--- src/rtl/mbs_pkg.sv ---
package mbs_pkg;
    typedef enum logic [1:0] {
        SLOT_LONG   = 2'd0,
        SLOT_SHORT  = 2'd1,
        SLOT_PREFIX = 2'd2
    } slot_kind_e;
endpackage

--- src/rtl/mbs_window.sv ---
module mbs_window #(
    parameter int MODE_W = 10
) (
    input  logic              clk,
    input  logic              rst_n,
    input  logic              clear,
    input  logic              load,
    input  logic [MODE_W-1:0] load_bits,
    input  logic              consume,
    output logic              active,
    output logic              cur_bit
);
    localparam int CNT_W = $clog2(MODE_W + 1);

    typedef struct packed {
        logic [MODE_W-1:0] mask;
        logic [CNT_W-1:0]  left;
    } win_t;

    win_t win_d, win_q;

    always_comb begin
        win_d = win_q;
        if (clear) begin
            win_d = '0;
        end else if (load) begin
            win_d.mask = load_bits;
            win_d.left = CNT_W'(MODE_W);
        end else if (consume && (win_q.left != '0)) begin
            win_d.mask = win_q.mask << 1;
            win_d.left = win_q.left - 1'b1;
        end
    end

    always_ff @(posedge clk or negedge rst_n) begin
        if (!rst_n) win_q <= '0;
        else        win_q <= win_d;
    end

    assign active  = (win_q.left != '0);
    assign cur_bit = win_q.mask[MODE_W-1];
endmodule

--- src/rtl/mbs_asm.sv ---
module mbs_asm #(
    parameter int PARCEL_W = 16
) (
    input  logic                clk,
    input  logic                rst_n,
    input  logic                clear,
    input  logic                take,
    input  logic [PARCEL_W-1:0] parcel,
    output logic                half,
    output logic [PARCEL_W-1:0] hi
);
    typedef struct packed {
        logic                held;
        logic [PARCEL_W-1:0] upper;
    } asm_t;

    asm_t asm_d, asm_q;

    always_comb begin
        asm_d = asm_q;
        if (clear) begin
            asm_d.held = 1'b0;
        end else if (take) begin
            asm_d.held  = 1'b1;
            asm_d.upper = parcel;
        end
    end

    always_ff @(posedge clk or negedge rst_n) begin
        if (!rst_n) asm_q <= '0;
        else        asm_q <= asm_d;
    end

    assign half = asm_q.held;
    assign hi   = asm_q.upper;
endmodule

--- src/rtl/modebit_seq.sv ---
module modebit_seq
    import mbs_pkg::*;
#(
    parameter int              PARCEL_W = 16,
    parameter int              OP_W     = 6,
    parameter int              MODE_W   = 10,
    parameter logic [OP_W-1:0] PFX_OP   = 6'h3B
) (
    input  logic                  clk,
    input  logic                  rst_n,
    input  logic                  par_valid,
    output logic                  par_ready,
    input  logic [PARCEL_W-1:0]   par_data,
    input  logic                  redirect,
    input  logic                  entry,
    output logic                  ins_valid,
    input  logic                  ins_ready,
    output logic [2*PARCEL_W-1:0] ins_word,
    output logic                  ins_short,
    output logic                  ins_prefix,
    output logic [PARCEL_W-1:0]   ins_embed
);
    localparam int WORD_W  = 2 * PARCEL_W;
    localparam int MODE_LO = WORD_W - OP_W - MODE_W;

    typedef struct packed {
        logic                valid;
        slot_kind_e          kind;
        logic [WORD_W-1:0]   word;
        logic [PARCEL_W-1:0] embed;
    } beat_t;

    beat_t beat_d, beat_q;

    logic                half, win_active, win_bit;
    logic [PARCEL_W-1:0] hi;
    logic                flush, stall, fire, short_slot, is_pfx;
    logic [WORD_W-1:0]   full_word;
    logic                asm_take, asm_clear, win_load, win_consume;

    always_comb begin
        flush       = redirect | entry;
        stall       = beat_q.valid & ~ins_ready;
        par_ready   = ~flush & ~stall;
        fire        = par_valid & par_ready;
        short_slot  = ~half & win_active & win_bit;
        full_word   = {hi, par_data};
        is_pfx      = half & (full_word[WORD_W-1 -: OP_W] == PFX_OP);
        asm_take    = fire & ~half & ~short_slot;
        asm_clear   = flush | (fire & half);
        win_load    = fire & is_pfx;
        win_consume = fire & (short_slot | (half & ~is_pfx));
    end

    mbs_asm #(.PARCEL_W(PARCEL_W)) u_asm (
        .clk    (clk),
        .rst_n  (rst_n),
        .clear  (asm_clear),
        .take   (asm_take),
        .parcel (par_data),
        .half   (half),
        .hi     (hi)
    );

    mbs_window #(.MODE_W(MODE_W)) u_win (
        .clk       (clk),
        .rst_n     (rst_n),
        .clear     (flush),
        .load      (win_load),
        .load_bits (full_word[MODE_LO +: MODE_W]),
        .consume   (win_consume),
        .active    (win_active),
        .cur_bit   (win_bit)
    );

    always_comb begin
        beat_d = beat_q;
        if (fire && (short_slot || half)) begin
            beat_d.valid = 1'b1;
            if (short_slot) begin
                beat_d.kind  = SLOT_SHORT;
                beat_d.word  = {{PARCEL_W{1'b0}}, par_data};
                beat_d.embed = '0;
            end else if (is_pfx) begin
                beat_d.kind  = SLOT_PREFIX;
                beat_d.word  = full_word;
                beat_d.embed = full_word[PARCEL_W-1:0];
            end else begin
                beat_d.kind  = SLOT_LONG;
                beat_d.word  = full_word;
                beat_d.embed = '0;
            end
        end else if (ins_ready) begin
            beat_d.valid = 1'b0;
        end
    end

    always_ff @(posedge clk or negedge rst_n) begin
        if (!rst_n) beat_q <= '0;
        else        beat_q <= beat_d;
    end

    assign ins_valid  = beat_q.valid;
    assign ins_word   = beat_q.word;
    assign ins_short  = (beat_q.kind == SLOT_SHORT);
    assign ins_prefix = (beat_q.kind == SLOT_PREFIX);
    assign ins_embed  = beat_q.embed;
endmodule

--- config.mk ---
export PLATFORM = sky130hd
export DESIGN_NAME = modebit_seq
export DESIGN_NICKNAME = d
export VERILOG_FILES = /design/src/rtl/mbs_pkg.sv /design/src/rtl/mbs_window.sv /design/src/rtl/mbs_asm.sv /design/src/rtl/modebit_seq.sv
export SDC_FILE = /design/constraint.sdc
export NUM_CORES = 1
export LEC_CHECK = 0
export BUFFER_PORTS_ARGS = -buffer_cell sky130_fd_sc_hd__buf_2
export CAP_MARGIN = 20
export CELL_PAD_IN_SITES_DETAIL_PLACEMENT = 1
export CELL_PAD_IN_SITES_GLOBAL_PLACEMENT = 2
export CORE_MARGIN = 3
export CORE_UTILIZATION = 39
export DETAILED_ROUTE_END_ITERATION = 10
export PLACE_DENSITY_LB_ADDON = 0.1
export SLEW_MARGIN = 20
export SYNTH_ARGS = -nofsm -noshare
export SYNTH_HDL_FRONTEND = slang
export SYNTH_SLANG_ARGS = --single-unit
export TNS_END_PERCENT = 30
--- constraint.sdc ---
create_clock -name clk -period 6.3 [get_ports clk]
set_clock_uncertainty 0.05 [all_clocks]
set_input_delay 0.945 -clock clk [delete_from_list [all_inputs] [get_ports clk]]
set_output_delay 0.945 -clock clk [all_outputs]
set_load 0.01 [all_outputs]
**Word level (Yosys, flattened, before mapping)**

Index checks and enable logic that the tools add are counted.

- Add/sub/neg operators: 1
- Equal/unequal tests: 3
- Mux-type cells: 9
- Bitwise gates (word level): 22
- Reductions and logical operators: 8

Operator list:

| kind | number |
|---|---|
| $mux 50 | 2 |
| $mux 14 | 3 |
| $mux 17 | 1 |
| $and 1x1->1 | 12 |
| $not 1->1 | 7 |
| $eq 6x6->1 const B | 1 |
| $reduce_bool 2->1 | 2 |
| $reduce_bool 4->1 | 1 |
| $sub 4x1->4 const B | 1 |
| $mux 1 | 3 |
| $or 1x1->1 | 3 |
| $reduce_bool 3->1 | 1 |
| $eq 2x1->1 const B | 1 |
| $eq 2x2->1 const B | 1 |
| $logic_and 1x1->1 | 2 |
| $reduce_and 2->1 | 1 |
| $logic_or 1x1->1 | 1 |

- Bits in registers: 82
- Input port bits: 22
- Output and inout port bits: 52
- Logic and storage cells: 51

**Depth between registers and ports, before layout**

Gate-level depths: netlist (run 1).

- Word-level depth: 10
- Depth in mapped cells: 9
- Gate-level depth less buffers: 7

**Modules after synthesis**

From an unflattened synthesis (run 1), not the netlist that was laid out.

- Cell total of the unflattened synthesis: 339
- Area, all modules: 4047.6 µm²

By module, submodules not included:

| module | times used | cells each | area an instance (µm²) | sequential area each (µm²) |
|---|---|---|---|---|
| modebit_seq | 1 | 219 | 2591.2 | 1276.2 |
| mbs_window | 1 | 82 | 760.7 | 350.3 |
| mbs_asm | 1 | 38 | 695.7 | 425.4 |

**Worst setup path before layout (run 1)**

Ideal clock, no wire load.

- Path type: input-to-output
- From: input port entry
- To: output port par_ready
- Arrival: 1.550 ns
- Required time: 5.305 ns
- Slack: 3.755 ns
- Stages: 3
- Buffers on the path: 1
- Path through: or2_1 buf_2 nor2_1

- Cells in the longest elaborated chain, start to end: 3

Ends and longest elaborated chain:

| item | line | source |
|---|---|---|
| start, declared | modebit_seq.sv:15 | `input logic entry,` |
| $or 1x1->1 | modebit_seq.sv:42 | `flush = redirect \| entry;` |
| $not 1->1 | modebit_seq.sv:44 | `par_ready = ~flush & ~stall;` |
| $and 1x1->1 | modebit_seq.sv:44 |  |
| end, declared | modebit_seq.sv:12 | `output logic par_ready,` |

Every way passes these cells.

**Final worst setup path (run 1)**

- From: input port entry
- To: register u_win.win_q, in the netlist u_win.cur_bit

- Cells in the longest elaborated chain, start to end: 7
- Elaborated cells between the ends (all ways): 10
- Classes of those cells: mux (2); bitwise (6); reduce/logical (2)

Ends and longest elaborated chain:

| item | line | source |
|---|---|---|
| $or 1x1->1 * | modebit_seq.sv:42 |  |
| $not 1->1 | modebit_seq.sv:44 |  |
| $and 1x1->1 | modebit_seq.sv:44 |  |
| $and 1x1->1 | modebit_seq.sv:45 | `fire = par_valid & par_ready;` |
| $and 1x1->1, on equally long branches | modebit_seq.sv:51, modebit_seq.sv:52 |  |
| $mux 14 or $logic_and 1x1->1 (tied branches) | mbs_window.sv:26, mbs_window.sv:29 |  |
| $mux 14 or $reduce_bool 3->1 (tied branches) | -- |  |
| end signal, assigned | mbs_window.sv:37 | `else win_q <= win_d;` |
| end, declared | mbs_window.sv:20 | `win_t win_d, win_q;` |

Mark *: on every way between the ends. The rest lies on a longest branch, timed or not.
A chain may end at the register's enable or synchronous reset.

==> reports/metrics.csv, run 1 <==
metric,value,unit
final_max_slew_viol_count,0,
fp.coreArea,0.00893,mm²
critPathKind,input pin to flop,
syn-num-nets,322,
crit_start,entry,
antenna_found_initial,0,
status,finished clean,
placedCellCount,415,
fmax,330,MHz
setup_violations,0,
cp_slowest_stage_delay,720,ps
synth_warnings,0,
syn2layout_area_growth,6.97,%
hold_violations,0,
reg2reg_from,ins_valid,
crit_end,u_win.cur_bit,
min_period,3030,ps
rr_worst_depth,5,
synth_cell_types,34,
gr-usage-all-layers,15.9,%
synth.ff_latch_count,82,
routabilityCongestion,0.741,
stdcell_area,0.00392,mm²
instances_no_fill,431,
multi_input_area,0.00114,mm²
worstPathCellList,buf_2 -> or2_1 -> nor3_4 -> nand2_1 -> o21ai_0 -> a31oi_1,
synth_top_area_share,56.0,%
initial_core_util,41.0,%
dp_hpwl,5120,µm
cts_tree,done,
remaining_drc_errors,0,
irDropWorstVdd,0.144,mV
cts_buffers,9,
synth_area_leaders,"dfrtp_1 56%, buf_4 11%, mux2_2 9.8%, a22o_1 7.7%, nand2_1 2.7%",
endpoint_kind,flop,
worstMarginPinSlew,839,ps
slew_headroom,43.6,%
clk_pin_slew,80,ps
initialDrtViolationCount,72,
io_pins,74,
root_buffer,clkbuf_8,
fin_tns_setup,0,ps
ff2ff_setup_slack,3800,ps
syn_inst,298,
start_kind,input pin,
grt_pass1_wl,12900,µm
power_density,314,mW/mm²
worstPathMaxFanout,21,
syn_area,0.00366,mm²
worstHoldStart,ins_word[10],
avgViaCountPerCell,5.19,
grt_max_degree,83,
routed_wl,7800,µm
portBuffers,73,
cts_setup_buffers,0,
clk_path_buf_depth,2,
finalCritPeriodShare,48.1,%
slowest_stage,nor3_4,
yosysTopAreaCell,dfrtp_1,
postRouteAntennaNets,0,
syn_avg_cell_area,12.3,µm²
hp-class,flop to flop,
rows,34,
cts_resized,0,
rsz0062_at_grt,no,
die_h,103,µm
antenna_cells,0,
cp_num_cells,6,
htreeDepth,3,
die_width,103,µm
p_leak,1.94,nW
hold_ws,454,ps
critPathTopFamily,simple AND/OR/NAND/NOR gates,
cts.sinks,82,
vias,2238,
worstSkewPairLatency,350,ps
wl_per_cell,18.1,µm
gr-total-overflow,0,
regArea,0.00205,mm²
required,6440,ps
grt_pass1_vias,2366,
drive_gt1_share,40.2,%
path_buf_inv,1,
yosysSeqAreaShare,56.0,%
hold_buffers,0,
worst_ep_arrival_time,3180,ps
r2r-end,u_win.cur_bit,
drv_cap,0,
dpl_cell_area,0.00371,mm²
dr.pass1.iters,4,
die-area,0.0106,mm²
nFillCells,958,
final_nets,342,
-- metrics by stage --
step | total power, mW | util, % | setup WS (ps)
global placement | 0.851 | 41.5 | 2900
floorplan | 0.825 | - | 3750
CTS | 1.25 | 43.8 | 3210
finish | 1.23 | 43.8 | 3270
global route | 1.30 | 43.8 | 2990
detailed placement | 0.857 | 41.5 | 2830
-- state kept, by name, summed over array words and instances, names as in the netlist --
signal,count
ins_word,32
u_win.cur_bit,1
u_asm.hi,16
ins_valid,1
u_asm.half,1
beat_q,2
ins_embed,16
u_win.win_q,13
-- cell usage after synthesis --
cell type  number
dfrtp_1        82
nor2_1          7
and2_4          1
a21oi_1         2
nor3_4          1
nor4_2          1
or2_1           2
buf_6           2
mux2i_1         1
and3_1          1
buf_2           6
o21ai_0         9
nor2b_1         3
or4_1           1
a21oi_2         1
clkbuf_1        4
nand2b_1        1
a31oi_1         9
nand3_1         4
nor3_1          5
inv_1           3
nand2_1        26
nor4_4          1
nor3b_1         1
xnor2_1         1
a211oi_2        1
nand4b_1        1
nand3_2         1
a31o_2          1
ha_1            2
or3b_1          1
mux2_2         32
a22o_1         32
buf_4          52
-- routing by layer --
| metal | global-route usage [%] | wire [µm] | up-vias |
|---|---|---|---|
| li1 | - | - | 1039 |
| met1 | 23.2 | 3830 | 1151 |
| met2 | 23.6 | 3580 | 44 |
| met3 | 4.94 | 337 | 4 |
| met4 | 2.99 | 47 | 0 |
| met5 | 0 | 0 | - |
-- final cells by class --
class,count,area share [%]
Clock buffer,10,3.51
Clock inverter,6,1.69
Inverter,3,0.288
Multi-Input combinational cell,149,29.2
Sequential cell,82,52.4
Tap cell,108,3.45
Timing Repair Buffer,73,9.49
-- kinds of logic (layout without fill, tap and decap cells) --
| family | after synthesis | after routing | share of synthesized area (%) |
|---|---|---|---|
| flops | 82 | 82 | 56.0 |
| buf+inv | 67 | 92 | 12.8 |
| simple gates | 58 | 58 | 8.58 |
| compound gates | 55 | 55 | 11.5 |
| mux | 33 | 33 | 10.1 |
| fa+ha+maj | 2 | 2 | 0.683 |
| xor+xnor | 1 | 1 | 0.239 |
-- worst min path at each step --
stage | to | cells past startpoint
floorplan | beat_q[49] | 2
global placement | ins_embed[7] | 1
detailed placement | ins_embed[10] | 1
CTS | ins_word[28] | 1
global route | ins_word[27] | 1
finish | ins_word[10] | 1
-- cells in the final DEF, fill, tap and decap left out, drive strengths merged, types with 2 or more instances in the layout --
| cell type | count |
|---|---|
| a21oi | 3 |
| nand2 | 26 |
| inv | 3 |
| ha | 2 |
| a22o | 32 |
| nand3 | 5 |
| nor2b | 3 |
| nor3 | 6 |
| or2 | 2 |
| a31oi | 9 |
| nor4 | 2 |
| clkbuf | 10 |
| nor2 | 7 |
| mux2 | 32 |
| dfrtp | 82 |
| o21ai | 9 |
| clkinv | 5 |
| buf | 73 |
-- power by group --
part | switching, mW | internal (mW)
Combinational | 0.0883 | 0.0984
Clock | 0.193 | 0.195
Sequential | 0.0530 | 0.602
Total | 0.334 | 0.895
Power figures use the tool's default switching activity.
==> run 2: changes to the inputs <==
- CORE_UTILIZATION: 39 -> 32
- clock period: 6.3 -> 2.6 ns (I/O delays scaled with it)
==> run 2 against run 1 <==
Sequential power rose by 140%. Critical path depth unchanged. Setup slack got worse by 2800 ps. Global-route usage fell by 1.8 points. Total power rose to 2.8 times the previous value. Register-to-register slack lost 3400 ps. Die area rose by 21%. Combinational power is 150% higher. Non-clock buffer count rose by 8. First-iteration DRC count up 32%. Via count is 1.1% higher. Critical path type is now flop to flop. Largest power group unchanged. Highest routed layer unchanged.
==> reports/metrics.csv, run 2 (synthesized netlist as in run 1, its figures left out) <==
metric,value,unit
drive_gt1_share,41.4,%
nFillCells,1211,
finalCritPeriodShare,83.5,%
antenna_cells,0,
finalPower,3.44,mW
clk_pin_slew,60,ps
final_nets,350,
postRouteAntennaNets,0,
power_density,828,mW/mm²
root_buffer,clkbuf_16,
fmax,460,MHz
grt.met2_usage,20.5,%
cts_tree,done,
required,2770,ps
slew_headroom,56.5,%
worstMarginPinSlew,650,ps
top_usage_layer,met2,
clk_path_buf_depth,2,
io_pins,74,
cts_buffers,9,
gr-total-overflow,0,
worstPathMaxFanout,17,
wl_per_cell,17.7,µm
layout_commonest_cell,dfrtp_1,
irDropWorstVdd,0.425,mV
grt_use_met3,4.92,%
syn2layout_area_growth,13.7,%
portBuffers,73,
antenna_found_initial,0,
initialDrtViolationCount,95,
die_h,113,µm
min_period,2170,ps
routed_wl,8330,µm
worst_ep_arrival_time,2340,ps
rows,38,
fin_tns_setup,0,ps
dr.pass1.iters,4,
htreeDepth,3,
final_max_slew_viol_count,0,
start_kind,flop,
dp_hpwl,5680,µm
layout_common_cells,"82 x dfrtp_1, 72 x buf_2, 32 x mux2_2, 32 x a22o_1, 26 x nand2_1",
cts_setup_buffers,0,
largest_reg_flops,32,
hold_violations,0,
avgViaCountPerCell,4.80,
drv_cap,0,
grt_pass1_vias,2451,
p_leak,2.05,nW
critPathKind,flop to flop,
remaining_drc_errors,0,
routabilityCongestion,0.723,
die_width,113,µm
fp.coreArea,0.0110,mm²
grt_pass1_wl,13800,µm
rsz0062_at_grt,no,
stdcell_area,0.00416,mm²
initial_core_util,33.2,%
gr-usage-all-layers,14.1,%
hp-class,input pin to flop,
grt_max_degree,63,
vias,2262,
cts.sinks,82,
worstSkewPairLatency,340,ps
setup_violations,0,
dpl_cell_area,0.00382,mm²
status,finished clean,
die-area,0.0128,mm²
globalRouteMet1Util,19.8,%
endpoint_kind,flop,
-- run 2: cell types whose count changed in the layout (fill, tap and decap cells not counted), sizes merged --
cell         delta
buf             +7
bufinv          +1
clkbuf          -1
clkinv          -1
dlygate4sd3     +1
inv             +1
-- run 2: path summary, 6_finish.rpt --
path	startpoint	end	slack, ps	depth (start not counted)
worst max-delay path	u_win.win_q[0]	u_asm.hi[11]	430	6
worst min-delay path	par_data[8]	ins_embed[8]	260	2
worst max register to register	u_win.win_q[0]	u_asm.hi[11]	430	6
worst min register to register	ins_word[23]	ins_word[23]	450	1
max in group asynchronous	rst_n	ins_embed[3]	1440	3
min in group asynchronous	rst_n	u_win.win_q[1]	440	2
-- run 2: where the power goes --
part / total [mW] / switching, mW / internal (mW) / leakage [nW]
Clock: 1.39 / 0.544 / 0.851 / 0.161
Sequential: 1.59 / 0.128 / 1.46 / 1.08
Combinational: 0.460 / 0.216 / 0.244 / 0.808
Total: 3.44 / 0.888 / 2.56 / 2.05
-- run 2: area by class of cell --
type	instances	area [µm²]	area share, %
sequential	82	2050	49.3
multi-input combinational	149	1140	27.4
timing repair buffer	81	455	10.9
clock buffer	9	225	5.41
tap	140	175	4.21
clock inverter	7	103	2.47
inverter	3	11.3	0.271
-- run 2: critical path, stage by stage, from the launching register on --
cell and delay (ps):
dfrtp_1 400, inv_1 90, ha_1 160, or3b_1 360, a21oi_2 180, nand3_2 390, mux2_2 420
-- run 2: layer usage --
metal  vias up  routed length (µm)
li1       1054                   -
met1      1153                4150
met2        48                3660
met3         7                 409
met4         0                 104
met5         -                   0
-- run 2: repair_timing --
item,4_1_cts,5_1_grt
resized for setup,0,0
hold endpoints to repair,20,0
hold buffers,1,0
-- run 2: per-stage QoR --
step | cells | util, % | setup WS, ps | hold slack (ps)
6_report | 471 | 37.7 | 428 | 263
5_1_grt | 471 | 37.7 | 293 | 255
4_1_cts | 471 | 37.7 | 369 | 250
3_5_place_dp | 454 | 34.7 | 383 | 258
3_3_place_gp | 454 | 34.7 | 411 | 261
2_1_floorplan | 298 | - | 610 | 44.4
==> run 3: changes to the inputs <==
- clock period: 2.6 -> 1.8 ns (I/O delays scaled with it)
==> run 3 against run 2 <==
The run now ends with setup timing left. Core utilization increased by 4.0 points. Flip-flop and latch count did not move. Final area is 11% higher. Critical path depth increased by 1. First-iteration DRC count increased by 20%. Worst hold slack got worse by 110 ps. Via count rose by 8.3%. Register-to-register slack lost 660 ps. Setup slack worse by 660 ps. Global-route usage is 0.30 points higher. Non-clock buffer count rose by 31. Largest cell class unchanged. Highest routed layer unchanged.
==> reports/metrics.csv, run 3 (synthesized netlist as in run 1, its figures left out) <==
metric,value,unit
clk_pin_slew,70,ps
antenna_cells,0,
root_buffer,clkbuf_16,
worstPathMaxFanout,5,
fmax,493,MHz
finalCritPeriodShare,113,%
required,1970,ps
critPathKind,flop to flop,
avgViaCountPerCell,4.88,
start_kind,flop,
endpoint_kind,flop,
met2_length,4170,µm
setup_slack,-229,ps
die-area,0.0128,mm²
portBuffers,73,
pre_cts_slack,-231,ps
rsz0062_at_grt,yes,
cp_slowest_stage_delay,390,ps
hp-class,input pin to flop,
routabilityCongestion,0.702,
vias,2450,
worstPathCellList,inv_2 -> ha_4 -> or3b_4 -> a21oi_4 -> or2_4 -> clkbuf_16 -> mux2_4,
path_buf_inv,2,
slowest_stage,dfrtp_1,
drive_gt1_share,47.8,%
hold_violations,0,
io_pins,74,
ff2ff_setup_slack,-230,ps
gr-usage-all-layers,14.4,%
r2r-end,ins_word[9],
setup_violations,66,
initial_core_util,33.2,%
irDropWorstVdd,0.413,mV
largest_reg_flops,32,
routed_wl,9040,µm
wl_per_cell,18.0,µm
layout_common_cells,"82 x dfrtp_1, 72 x buf_2, 32 x a22o_1",
drv_cap,0,
antenna_found_initial,0,
m1WireLength,4530,µm
dr.pass1.iters,4,
finalPower,4.83,mW
power_density,1050,mW/mm²
reg2reg_from,u_win.win_q[1],
die_width,113,µm
htreeDepth,3,
postRouteAntennaNets,0,
grt_pass1_wl,14400,µm
worstMarginPinSlew,462,ps
highest_layer,met4,
slew_headroom,69.2,%
wl_met3,246,µm
status,finished with violations,
cts_tree,done,
syn2layout_area_growth,25.7,%
crit_end,ins_word[9],
placedCellCount,475,
die_h,113,µm
gr-total-overflow,0,
dp_hpwl,5820,µm
rows,38,
p_leak,2.31,nW
rr_worst_depth,7,
final_nets,381,
min_period,2030,ps
nFillCells,1207,
cts.sinks,82,
layout_commonest_cell,dfrtp_1,
hold_ws,150,ps
grt_pass1_vias,2600,
initialDrtViolationCount,114,
crit_start,u_win.win_q[1],
instances_no_fill,502,
violations,setup timing,
cp_num_cells,7,
fp.coreArea,0.0110,mm²
critPathTopFamily,simple AND/OR/NAND/NOR gates,
worstSkewPairLatency,330,ps
cts_buffers,9,
clk_path_buf_depth,2,
final_max_slew_viol_count,0,
worst_ep_arrival_time,2190,ps
remaining_drc_errors,0,
grt_max_degree,83,
-- run 3: worst min path at each step --
stage	startpoint	endpoint	slack, ps	cells after the start
final	par_data[0]	ins_embed[0]	150	2
after global routing	par_data[0]	ins_word[0]	150	2
after CTS	par_data[2]	ins_embed[2]	140	2
after detailed placement	rst_n	beat_q[48]	300	2
after global placement	rst_n	ins_valid	290	2
after floorplan	rst_n	beat_q[48]	-80	0
-- run 3: area by class of cell --
type | count | area (µm²) | share of cell area [%]
clock buffers | 10 | 229 | 4.98
clock inverters | 6 | 51.3 | 1.12
inverters | 3 | 11.3 | 0.245
multi-input cells | 149 | 1240 | 27.0
flip-flops and latches | 82 | 2050 | 44.6
well taps | 140 | 175 | 3.81
repair buffers | 112 | 842 | 18.3
-- run 3: power by group --
group          internal [mW]  total, mW  switching (mW)
Combinational          0.438      0.779           0.341
Sequential              2.11       2.31           0.195
Clock                  0.953       1.75           0.797
Total                   3.50       4.83            1.33
-- run 3: per-layer routing --
layer / global-route usage [%] / vias to the layer above
met5: 0 / -
met3: 2.51 / 6
met4: 5.53 / 0
met1: 21.3 / 1283
met2: 21.0 / 42
li1: - / 1119
-- run 3: what timing repair did --
item	4_1_cts	5_1_grt
buffers inserted	3	3
endpoints found under the hold margin	82	0
pin swaps	0	8
hold buffers	1	0
resized for setup	12	21
endpoints found under the setup margin	43	81
gates cloned	1	3
-- run 3: per-stage QoR --
step / utilization (%) / setup TNS, ps / area (µm²)
CTS: 40.1 / -7160 / 4420
global placement: 36.5 / -6430 / 4030
detailed placement: 36.5 / -7310 / 4030
global route: 41.7 / -15000 / 4600
finish: 41.7 / -10140 / 4600
floorplan: - / -2930 / 3670
